$ cat src/rtl/mbs_pkg.sv
package mbs_pkg;
  typedef enum logic [3:0] {
    ST_IDLE = 4'd0,
    ST_T1   = 4'd1,
    ST_AW   = 4'd2,
    ST_T2   = 4'd3,
    ST_T3   = 4'd4,
    ST_T4   = 4'd5,
    ST_PW   = 4'd6,
    ST_XW   = 4'd7,
    ST_T5   = 4'd8
  } bus_st_e;

  localparam logic [1:0] MODE_PROG = 2'b00;
  localparam logic [1:0] MODE_PIN  = 2'b01;
  localparam logic [1:0] MODE_AUTO = 2'b10;
endpackage

$ cat src/rtl/mbs_cfg_sel.sv
module mbs_cfg_sel #(
  parameter int NUM_REGIONS    = 4,
  parameter int SPECIAL_REGION = 3,
  parameter int CNT_W          = 2,
  localparam int RW = (NUM_REGIONS > 1) ? $clog2(NUM_REGIONS) : 1
) (
  input  logic [RW-1:0]            region,
  input  logic [NUM_REGIONS-1:0]   aw_en_vec,
  input  logic [2*NUM_REGIONS-1:0] mode_vec,
  input  logic [CNT_W-1:0]         cnt_common,
  input  logic [CNT_W-1:0]         cnt_special,
  output logic                     sel_aw,
  output logic [1:0]               sel_mode,
  output logic [CNT_W-1:0]         sel_cnt
);
  logic [1:0] mode_arr [NUM_REGIONS];

  genvar g;
  generate
    for (g = 0; g < NUM_REGIONS; g++) begin : g_unpack
      assign mode_arr[g] = mode_vec[2*g +: 2];
    end
  endgenerate

  always_comb begin
    sel_aw   = 1'b0;
    sel_mode = 2'b00;
    for (int i = 0; i < NUM_REGIONS; i++) begin
      if (region == RW'(i)) begin
        sel_aw   = aw_en_vec[i];
        sel_mode = mode_arr[i];
      end
    end
    sel_cnt = (region == RW'(SPECIAL_REGION)) ? cnt_special : cnt_common;
  end
endmodule

$ cat src/rtl/mbs_wait_smp.sv
module mbs_wait_smp (
  input  logic clk,
  input  logic rst_n,
  input  logic wait_n,
  output logic wait_low
);
  // Captured halfway through each state, consumed at the following rising edge.
  always_ff @(negedge clk or negedge rst_n) begin
    if (!rst_n) wait_low <= 1'b0;
    else        wait_low <= ~wait_n;
  end
endmodule

$ cat src/rtl/mbs_seq_fsm.sv
module mbs_seq_fsm
  import mbs_pkg::*;
#(
  parameter int CNT_W = 2
) (
  input  logic             clk,
  input  logic             rst_n,
  input  logic             req_valid,
  input  logic             req_write,
  input  logic             sel_aw,
  input  logic [1:0]       sel_mode,
  input  logic [CNT_W-1:0] sel_cnt,
  input  logic             wait_low,
  output bus_st_e          st,
  output logic             wr_q,
  output logic             req_ready
);
  bus_st_e          nxt;
  logic             aw_q;
  logic [1:0]       mode_q;
  logic [CNT_W-1:0] cnt_q, rem_q, rem_d;
  logic             is_pin, is_auto;

  assign is_pin    = (mode_q == MODE_PIN);
  assign is_auto   = (mode_q == MODE_AUTO);
  assign req_ready = (st == ST_IDLE);

  always_comb begin
    nxt   = st;
    rem_d = rem_q;
    unique case (st)
      ST_IDLE: if (req_valid) nxt = ST_T1;
      ST_T1:   nxt = aw_q ? ST_AW : ST_T2;
      ST_AW:   nxt = ST_T2;
      ST_T2:   nxt = ST_T3;
      ST_T3:   nxt = ST_T4;
      ST_T4: begin
        if (is_auto) begin
          if (wait_low && cnt_q != '0) begin
            nxt   = ST_XW;
            rem_d = cnt_q - 1'b1;
          end else begin
            nxt = ST_T5;
          end
        end else if (cnt_q != '0) begin
          nxt   = ST_PW;
          rem_d = cnt_q - 1'b1;
        end else if (is_pin && wait_low) begin
          nxt = ST_XW;
        end else begin
          nxt = ST_T5;
        end
      end
      ST_PW: begin
        if (rem_q != '0) begin
          nxt   = ST_PW;
          rem_d = rem_q - 1'b1;
        end else if (is_pin && wait_low) begin
          nxt = ST_XW;
        end else begin
          nxt = ST_T5;
        end
      end
      ST_XW: begin
        if (is_auto) begin
          if (rem_q != '0) begin
            nxt   = ST_XW;
            rem_d = rem_q - 1'b1;
          end else begin
            nxt = ST_T5;
          end
        end else begin
          nxt = wait_low ? ST_XW : ST_T5;
        end
      end
      ST_T5:   nxt = ST_IDLE;
      default: nxt = ST_IDLE;
    endcase
  end

  always_ff @(posedge clk or negedge rst_n) begin
    if (!rst_n) begin
      st     <= ST_IDLE;
      rem_q  <= '0;
      aw_q   <= 1'b0;
      mode_q <= MODE_PROG;
      cnt_q  <= '0;
      wr_q   <= 1'b0;
    end else begin
      st    <= nxt;
      rem_q <= rem_d;
      if (st == ST_IDLE && req_valid) begin
        aw_q   <= sel_aw;
        mode_q <= sel_mode;
        cnt_q  <= sel_cnt;
        wr_q   <= req_write;
      end
    end
  end

  // Checker state: auto-mode extra waits seen in the current access.
  logic [CNT_W:0] xw_seen;
  always_ff @(posedge clk or negedge rst_n) begin
    if (!rst_n)            xw_seen <= '0;
    else if (st == ST_T4)  xw_seen <= '0;
    else if (st == ST_XW)  xw_seen <= xw_seen + 1'b1;
  end


  accept_to_t1_chk: assert property (@(posedge clk) disable iff (!rst_n)
    (st == ST_IDLE && req_valid) |=> (st == ST_T1));

  t1_next_chk: assert property (@(posedge clk) disable iff (!rst_n)
    (st == ST_T1) |=> (st == ST_AW || st == ST_T2));

  t2_t3_chk: assert property (@(posedge clk) disable iff (!rst_n)
    (st == ST_T2) |=> (st == ST_T3));

  t3_t4_chk: assert property (@(posedge clk) disable iff (!rst_n)
    (st == ST_T3) |=> (st == ST_T4));

  t5_idle_chk: assert property (@(posedge clk) disable iff (!rst_n)
    (st == ST_T5) |=> (st == ST_IDLE));

  aw_only_enabled_chk: assert property (@(posedge clk) disable iff (!rst_n)
    (st == ST_AW) |-> (aw_q && $past(st) == ST_T1));

  prog_no_pinwait_chk: assert property (@(posedge clk) disable iff (!rst_n)
    (!is_pin && !is_auto) |-> (st != ST_XW));

  auto_cap_chk: assert property (@(posedge clk) disable iff (!rst_n)
    (is_auto && st == ST_XW) |-> (xw_seen < {1'b0, cnt_q}));

  auto_no_progwait_chk: assert property (@(posedge clk) disable iff (!rst_n)
    is_auto |-> (st != ST_PW));
endmodule

$ cat src/rtl/mbs_strobe_gen.sv
module mbs_strobe_gen
  import mbs_pkg::*;
(
  input  logic    clk,
  input  logic    rst_n,
  input  bus_st_e st,
  input  logic    wr_q,
  output logic    ale,
  output logic    rd_stb,
  output logic    wr_stb,
  output logic    done
);
  logic data_phase;

  always_comb begin
    unique case (st)
      ST_T3, ST_T4, ST_PW, ST_XW, ST_T5: data_phase = 1'b1;
      default:                           data_phase = 1'b0;
    endcase
  end

  assign ale    = (st == ST_T1);
  assign rd_stb = data_phase & ~wr_q;
  assign wr_stb = data_phase &  wr_q;
  assign done   = (st == ST_T5);


  strobe_excl_chk: assert property (@(posedge clk) disable iff (!rst_n)
    !(rd_stb && wr_stb));

  done_single_chk: assert property (@(posedge clk) disable iff (!rst_n)
    done |=> !done);

  ale_no_data_chk: assert property (@(posedge clk) disable iff (!rst_n)
    ale |-> !(rd_stb || wr_stb || done));
endmodule

$ cat src/rtl/mbs_wait_seq.sv
module mbs_wait_seq
  import mbs_pkg::*;
#(
  parameter int NUM_REGIONS    = 4,
  parameter int SPECIAL_REGION = NUM_REGIONS - 1,
  parameter int CNT_W          = 2,
  localparam int RW = (NUM_REGIONS > 1) ? $clog2(NUM_REGIONS) : 1
) (
  input  logic                     clk,
  input  logic                     rst_n,
  input  logic                     req_valid,
  output logic                     req_ready,
  input  logic                     req_write,
  input  logic [RW-1:0]            req_region,
  input  logic [NUM_REGIONS-1:0]   cfg_aw_en,
  input  logic [2*NUM_REGIONS-1:0] cfg_mode,
  input  logic [CNT_W-1:0]         cfg_wcnt_common,
  input  logic [CNT_W-1:0]         cfg_wcnt_special,
  input  logic                     wait_n,
  output logic [3:0]               bus_state,
  output logic                     ale,
  output logic                     rd_stb,
  output logic                     wr_stb,
  output logic                     done
);
  logic             sel_aw;
  logic [1:0]       sel_mode;
  logic [CNT_W-1:0] sel_cnt;
  logic             wait_low;
  logic             wr_q;
  bus_st_e          st;

  mbs_cfg_sel #(
    .NUM_REGIONS(NUM_REGIONS), .SPECIAL_REGION(SPECIAL_REGION), .CNT_W(CNT_W)
  ) u_cfg (
    .region(req_region), .aw_en_vec(cfg_aw_en), .mode_vec(cfg_mode),
    .cnt_common(cfg_wcnt_common), .cnt_special(cfg_wcnt_special),
    .sel_aw(sel_aw), .sel_mode(sel_mode), .sel_cnt(sel_cnt)
  );

  mbs_wait_smp u_smp (
    .clk(clk), .rst_n(rst_n), .wait_n(wait_n), .wait_low(wait_low)
  );

  mbs_seq_fsm #(.CNT_W(CNT_W)) u_fsm (
    .clk(clk), .rst_n(rst_n), .req_valid(req_valid), .req_write(req_write),
    .sel_aw(sel_aw), .sel_mode(sel_mode), .sel_cnt(sel_cnt),
    .wait_low(wait_low), .st(st), .wr_q(wr_q), .req_ready(req_ready)
  );

  mbs_strobe_gen u_stb (
    .clk(clk), .rst_n(rst_n), .st(st), .wr_q(wr_q),
    .ale(ale), .rd_stb(rd_stb), .wr_stb(wr_stb), .done(done)
  );

  assign bus_state = st;
endmodule

$ cat config.mk
export PLATFORM = sky130hd
export DESIGN_NAME = mbs_wait_seq
export DESIGN_NICKNAME = d
export VERILOG_FILES = /design/src/rtl/mbs_pkg.sv /design/src/rtl/mbs_cfg_sel.sv /design/src/rtl/mbs_wait_smp.sv /design/src/rtl/mbs_seq_fsm.sv /design/src/rtl/mbs_strobe_gen.sv /design/src/rtl/mbs_wait_seq.sv
export SDC_FILE = /design/constraint.sdc
export NUM_CORES = 1
export LEC_CHECK = 0
export CAP_MARGIN = 20
export CORE_MARGIN = 4
export CORE_UTILIZATION = 47
export DETAILED_ROUTE_END_ITERATION = 16
export GPL_ROUTABILITY_DRIVEN = 0
export PLACE_DENSITY = 0.84
export SYNTH_ARGS = -nofsm -noshare
export SYNTH_HDL_FRONTEND = slang
export SYNTH_SLANG_ARGS = --single-unit
$ cat constraint.sdc
create_clock -name clk -period 3.28 [get_ports clk]
set_input_delay 0.328 -clock clk [delete_from_list [all_inputs] [get_ports clk]]
set_output_delay 0.328 -clock clk [all_outputs]
set_load 0.02 [all_outputs]
* Word level (Yosys, flattened, before mapping) *
Cells that the tools add are included.

storage, ports and cells
  logic and storage cells = 67
  input bits = 23
  output and inout bits = 9
  latch bits = 0
  flip-flop bits (word level) = 13
  memory bits (writable) = 0
  memories = 0
  memory bits (read-only) = 0

operators by class
  div/mod/pow operators = 0
  magnitude comparators = 0
  reduce and logical (&&, ||, !) cells = 10
  shifts and indexed selects = 0
  add/sub/neg operators = 2
  mux-type cells = 27
  equality and inequality tests = 17
  multipliers = 0
  bitwise logic cells = 4

operators by type and width
  kind                                                    number
  2-to-1 mux 4 bit                                        9
  one-hot mux 4 bit (8 select lines)                      1
  2-to-1 mux 2 bit                                        10
  == test 4 x 3 -> 1 bit (second input constant)          4
  == test 4 x 2 -> 1 bit (second input constant)          2
  == test 2 bit (second input constant)                   3
  2-to-1 mux 1 bit                                        6
  one-hot mux 2 bit (3 select lines)                      1
  OR reduction 5 bit                                      1
  == test 2 x 1 -> 1 bit (second input constant)          2
  == test 4 x 1 -> 1 bit (second input constant)          1
  == test 4 bit (second input constant)                   1
  logical NOT 4 bit                                       1
  AND reduction 4 bit                                     1
  nonzero test 2 bit                                      2
  subtractor 2 x 1 -> 2 bit (second input constant)       2
  logical AND 1 bit                                       3
  inequality test 3 x 1 -> 1 bit (second input constant)  1
  inequality test 3 bit (second input constant)           1
  nonzero test 3 bit                                      1
  bitwise AND 1 bit                                       2
  logical NOT 2 bit                                       1
  inequality test 2 x 1 -> 1 bit (second input constant)  1
  inequality test 2 bit (second input constant)           1
  inverter 1 bit                                          2

* Depth between registers and ports, before layout *
  depth after elaboration = 6
  mapped depth = 5
  gate-level depth less buffers = 4

* Modules after synthesis *
Synthesis repeated with hierarchy kept, for this count alone.

second synthesis, totals
  cells, all modules = 95
  area, all modules = 984.7 um^2

by module, submodules not included
  module          cells each  sequential area each (um^2)  area an instance (um^2)  times used
  mbs_seq_fsm     81          300.3                        798.3                    1
  mbs_cfg_sel     6           0.0                          105.1                    1
  mbs_strobe_gen  6           0.0                          52.6                     1
  mbs_wait_smp    2           25.0                         28.8                     1

==> impl_results.md <==
- CP required: 3450 ps
- Slew headroom: 56.7%
- DRC Markers: 0
- R2r setup slk: 50 ps
- Die W: 51.3 microns
- Synth unique cells: 37
- CTS tree: yes
- Die area: 2630 sq um
- Yosys warns: 0
- Placed cell areas: 1220 sq um
- Sw frac: 44.1%
- Setup CP Type: register to register
- Row cnt: 15
- Drt via density: 5.78
- Initial DRC Count: 21
- Leakage power figure: 0.505 nW
- Inserted Diodes: 0
- Startpoint class of the critical path: register
- HPWL after detailed placement: 1730 microns
- Syn Inst Count: 88
- Power share of the combinational group: 56.5%
- First-pass GRT wire length: 3750 microns
- Sequential element share of the synthesized area: 37.0%
- Vias in the first global route: 869
- Pre-antenna DRT Iters: 4
- Share of power burned in registers: 34.3%
- Reg2reg path depth: 4
- Max_cap viols: 0
- Layout cells sized above 1: 16.5%
- Initial core utilization: 50.4%
- Max Transition Viols Final: 0
- Initial antenna violation count: 0
- Crit-path max FO: 2
- Worst R2R Start: u_smp.wait_low
- Post-CTS resize count: 0
- DR WL/cell: 15.0 microns
- Core region area: 1750 sq um
- H-tree depth: 1
- P&R area growth vs syn: 41.4%
- Clk network pwr share: 9.2%
- Ports: 32
- GR Overflow Total: 0
- Syn_area_per_cell: 10.0 sq um
- Switching power total: 0.000490 W
- Status: finished, final reports clean
- Worst slew pin tran: 650 ps
- VDD IR max: 498 uV
- Final setup vio count: 0
- Fin area: 1240 sq um
- Internal power: 0.000622 W
- Clock Tree Buf Depth: 2
- Mapped cell area: 880 sq um
- Worst R2R End: u_fsm.rem_q[0]
- Routed via count: 844
- CTS Buf Count: 3
- Die height: 51.3 microns
- P per Cell Area: 894 nW/um^2
- Hold crit path type: input port to asynchronous set/reset pin
- Syn nets: 111
- Postcts setup bufs: 0
- Worst setup EP type: register
- Post-route ant nets: 0
- CTS clock-pin slew for the worst setup and hold paths: 80 ps
- Power after layout: 0.00111 W
- Nets@finish: 145
- Pin count of the biggest net entering global routing: 22
- Gr usage total: 19.6%
- WL final: 2190 microns
- Clk_lat worst skew: 290 ps
- Unrepaired setup endpoints after global routing: false
- Clock Sinks: 13
- Setup Skew: 4.63 ps
- Critical path arrival: 3400 ps
- Setup tns final: 0 ps
- Count of hold-fix buffers inserted at cts: 0
- Clk root buf: clkbuf_4
- Yosys reg bits: 13
- Final hold vios: 0
- Port Buffers: 31
## worst max path at each step
stage                   startpoint              to  slack, ps  cells after the start
floorplan           u_smp.wait_low  u_fsm.rem_q[0]         80                      4
global placement    u_smp.wait_low  u_fsm.rem_q[0]        110                      4
detailed placement  u_smp.wait_low  u_fsm.rem_q[0]         80                      4
CTS                 u_smp.wait_low  u_fsm.rem_q[0]         50                      4
global route        u_smp.wait_low  u_fsm.rem_q[0]         20                      4
finish              u_smp.wait_low  u_fsm.rem_q[0]         50                      4
## critical path, cell delays in order (launching register included)
cell and delay (ps):
dfrtn_1 340, or3b_1 380, a32o_2 280, and3_4 170
mux2_4 300
## layer usage
| metal | track usage [%] | share of wire, % | up-vias |
|---|---|---|---|
| li1 | - | - | 398 |
| met1 | 18.0 | 36 | 394 |
| met2 | 37.3 | 52 | 47 |
| met3 | 5.83 | 9.9 | 5 |
| met4 | 11.4 | 2.5 | 0 |
| met5 | 0 | 0 | - |
## per-stage QoR
stage	util, %	hold slack (ps)	instances	worst slack [ps]
2_1_floorplan	-	32.4	88	81.2
3_3_place_gp	69.7	480	142	109
3_5_place_dp	69.7	483	142	80.6
4_1_cts	71.3	436	146	52.0
5_1_grt	71.3	451	146	24.1
6_report	71.3	431	146	48.7
## placed cells by master, fill, tap and decap left out, drive strengths merged, types with 2 or more instances in the layout
cell type / count
nor4: 2
nor2: 6
dfrtp: 12
mux4: 3
a21oi: 6
nor4b: 2
mux2: 6
nor2b: 4
clkbuf: 4
nor3: 3
o21ai: 3
or2: 2
inv: 2
nand2b: 3
o22ai: 2
clkdlybuf4s50: 31
mux2i: 3
nand2: 8
buf: 2
## cell usage after synthesis
master / n / share of area, %
nor2b_1: 4 / 2.8
mux4_2: 3 / 7.7
o21ai_0: 3 / 1.7
nand2b_1: 3 / 2.1
nor4_1: 1 / 0.71
o22ai_1: 2 / 1.4
a32o_2: 1 / 1.3
dfrtp_1: 12 / 34
nand3b_1: 1 / 0.85
or2_2: 2 / 1.4
o2bb2ai_1: 1 / 1.0
nand4_1: 1 / 0.71
and3b_1: 1 / 1.0
mux2_2: 5 / 6.4
nor2_1: 6 / 2.6
o211ai_1: 1 / 0.85
a21boi_0: 1 / 0.85
buf_2: 3 / 1.7
nor3_1: 3 / 1.7
dfrtn_1: 1 / 2.8
or3b_1: 1 / 1.0
a2111o_1: 1 / 1.3
inv_1: 2 / 0.85
a311oi_1: 1 / 1.0
a21oi_1: 6 / 3.4
or2b_1: 1 / 0.85
nor4b_1: 2 / 2.0
nand2_1: 8 / 3.4
o21ba_2: 1 / 1.1
a22o_1: 1 / 1.0
and3_4: 1 / 1.3
mux2_4: 1 / 1.7
a211o_1: 1 / 1.0
nor4_2: 1 / 1.4
mux2i_1: 3 / 3.4
o32ai_1: 1 / 1.0
clkbuf_1: 1 / 0.43
## sequential cells by signal (all words and copies together), names as in the netlist
name and cells:
u_fsm.aw_q 1, u_fsm.cnt_q 2, u_fsm.mode_q 2, u_fsm.rem_q 2, u_fsm.st 4, u_fsm.wr_q 1
u_smp.wait_low 1
## area by class of cell
| class | count | area [sq um] |
|---|---|---|
| clock buffers | 4 | 26.3 |
| multi-input cells | 69 | 528 |
| fillers | 144 | 502 |
| repair buffers | 33 | 325 |
| well taps | 25 | 31.3 |
| inverters | 2 | 7.51 |
| flip-flops and latches | 13 | 325 |
## power groups by stage
stage               Sequential, W  Clock, W  Combinational (W)
global placement         0.000371         0           0.000597
detailed placement       0.000381         0           0.000625
floorplan                0.000330         0           0.000459
CTS                      0.000379  0.000101           0.000631
finish                   0.000382  0.000102           0.000628
global route             0.000405  0.000115           0.000679
## cells by family after synthesis
group,share of synthesized area (%)
flops,37.0
buf+inv,2.99
mux,19.2
simple gates,23.9
compound gates,16.9
Note: power is estimated with default switching activity, not from simulation.
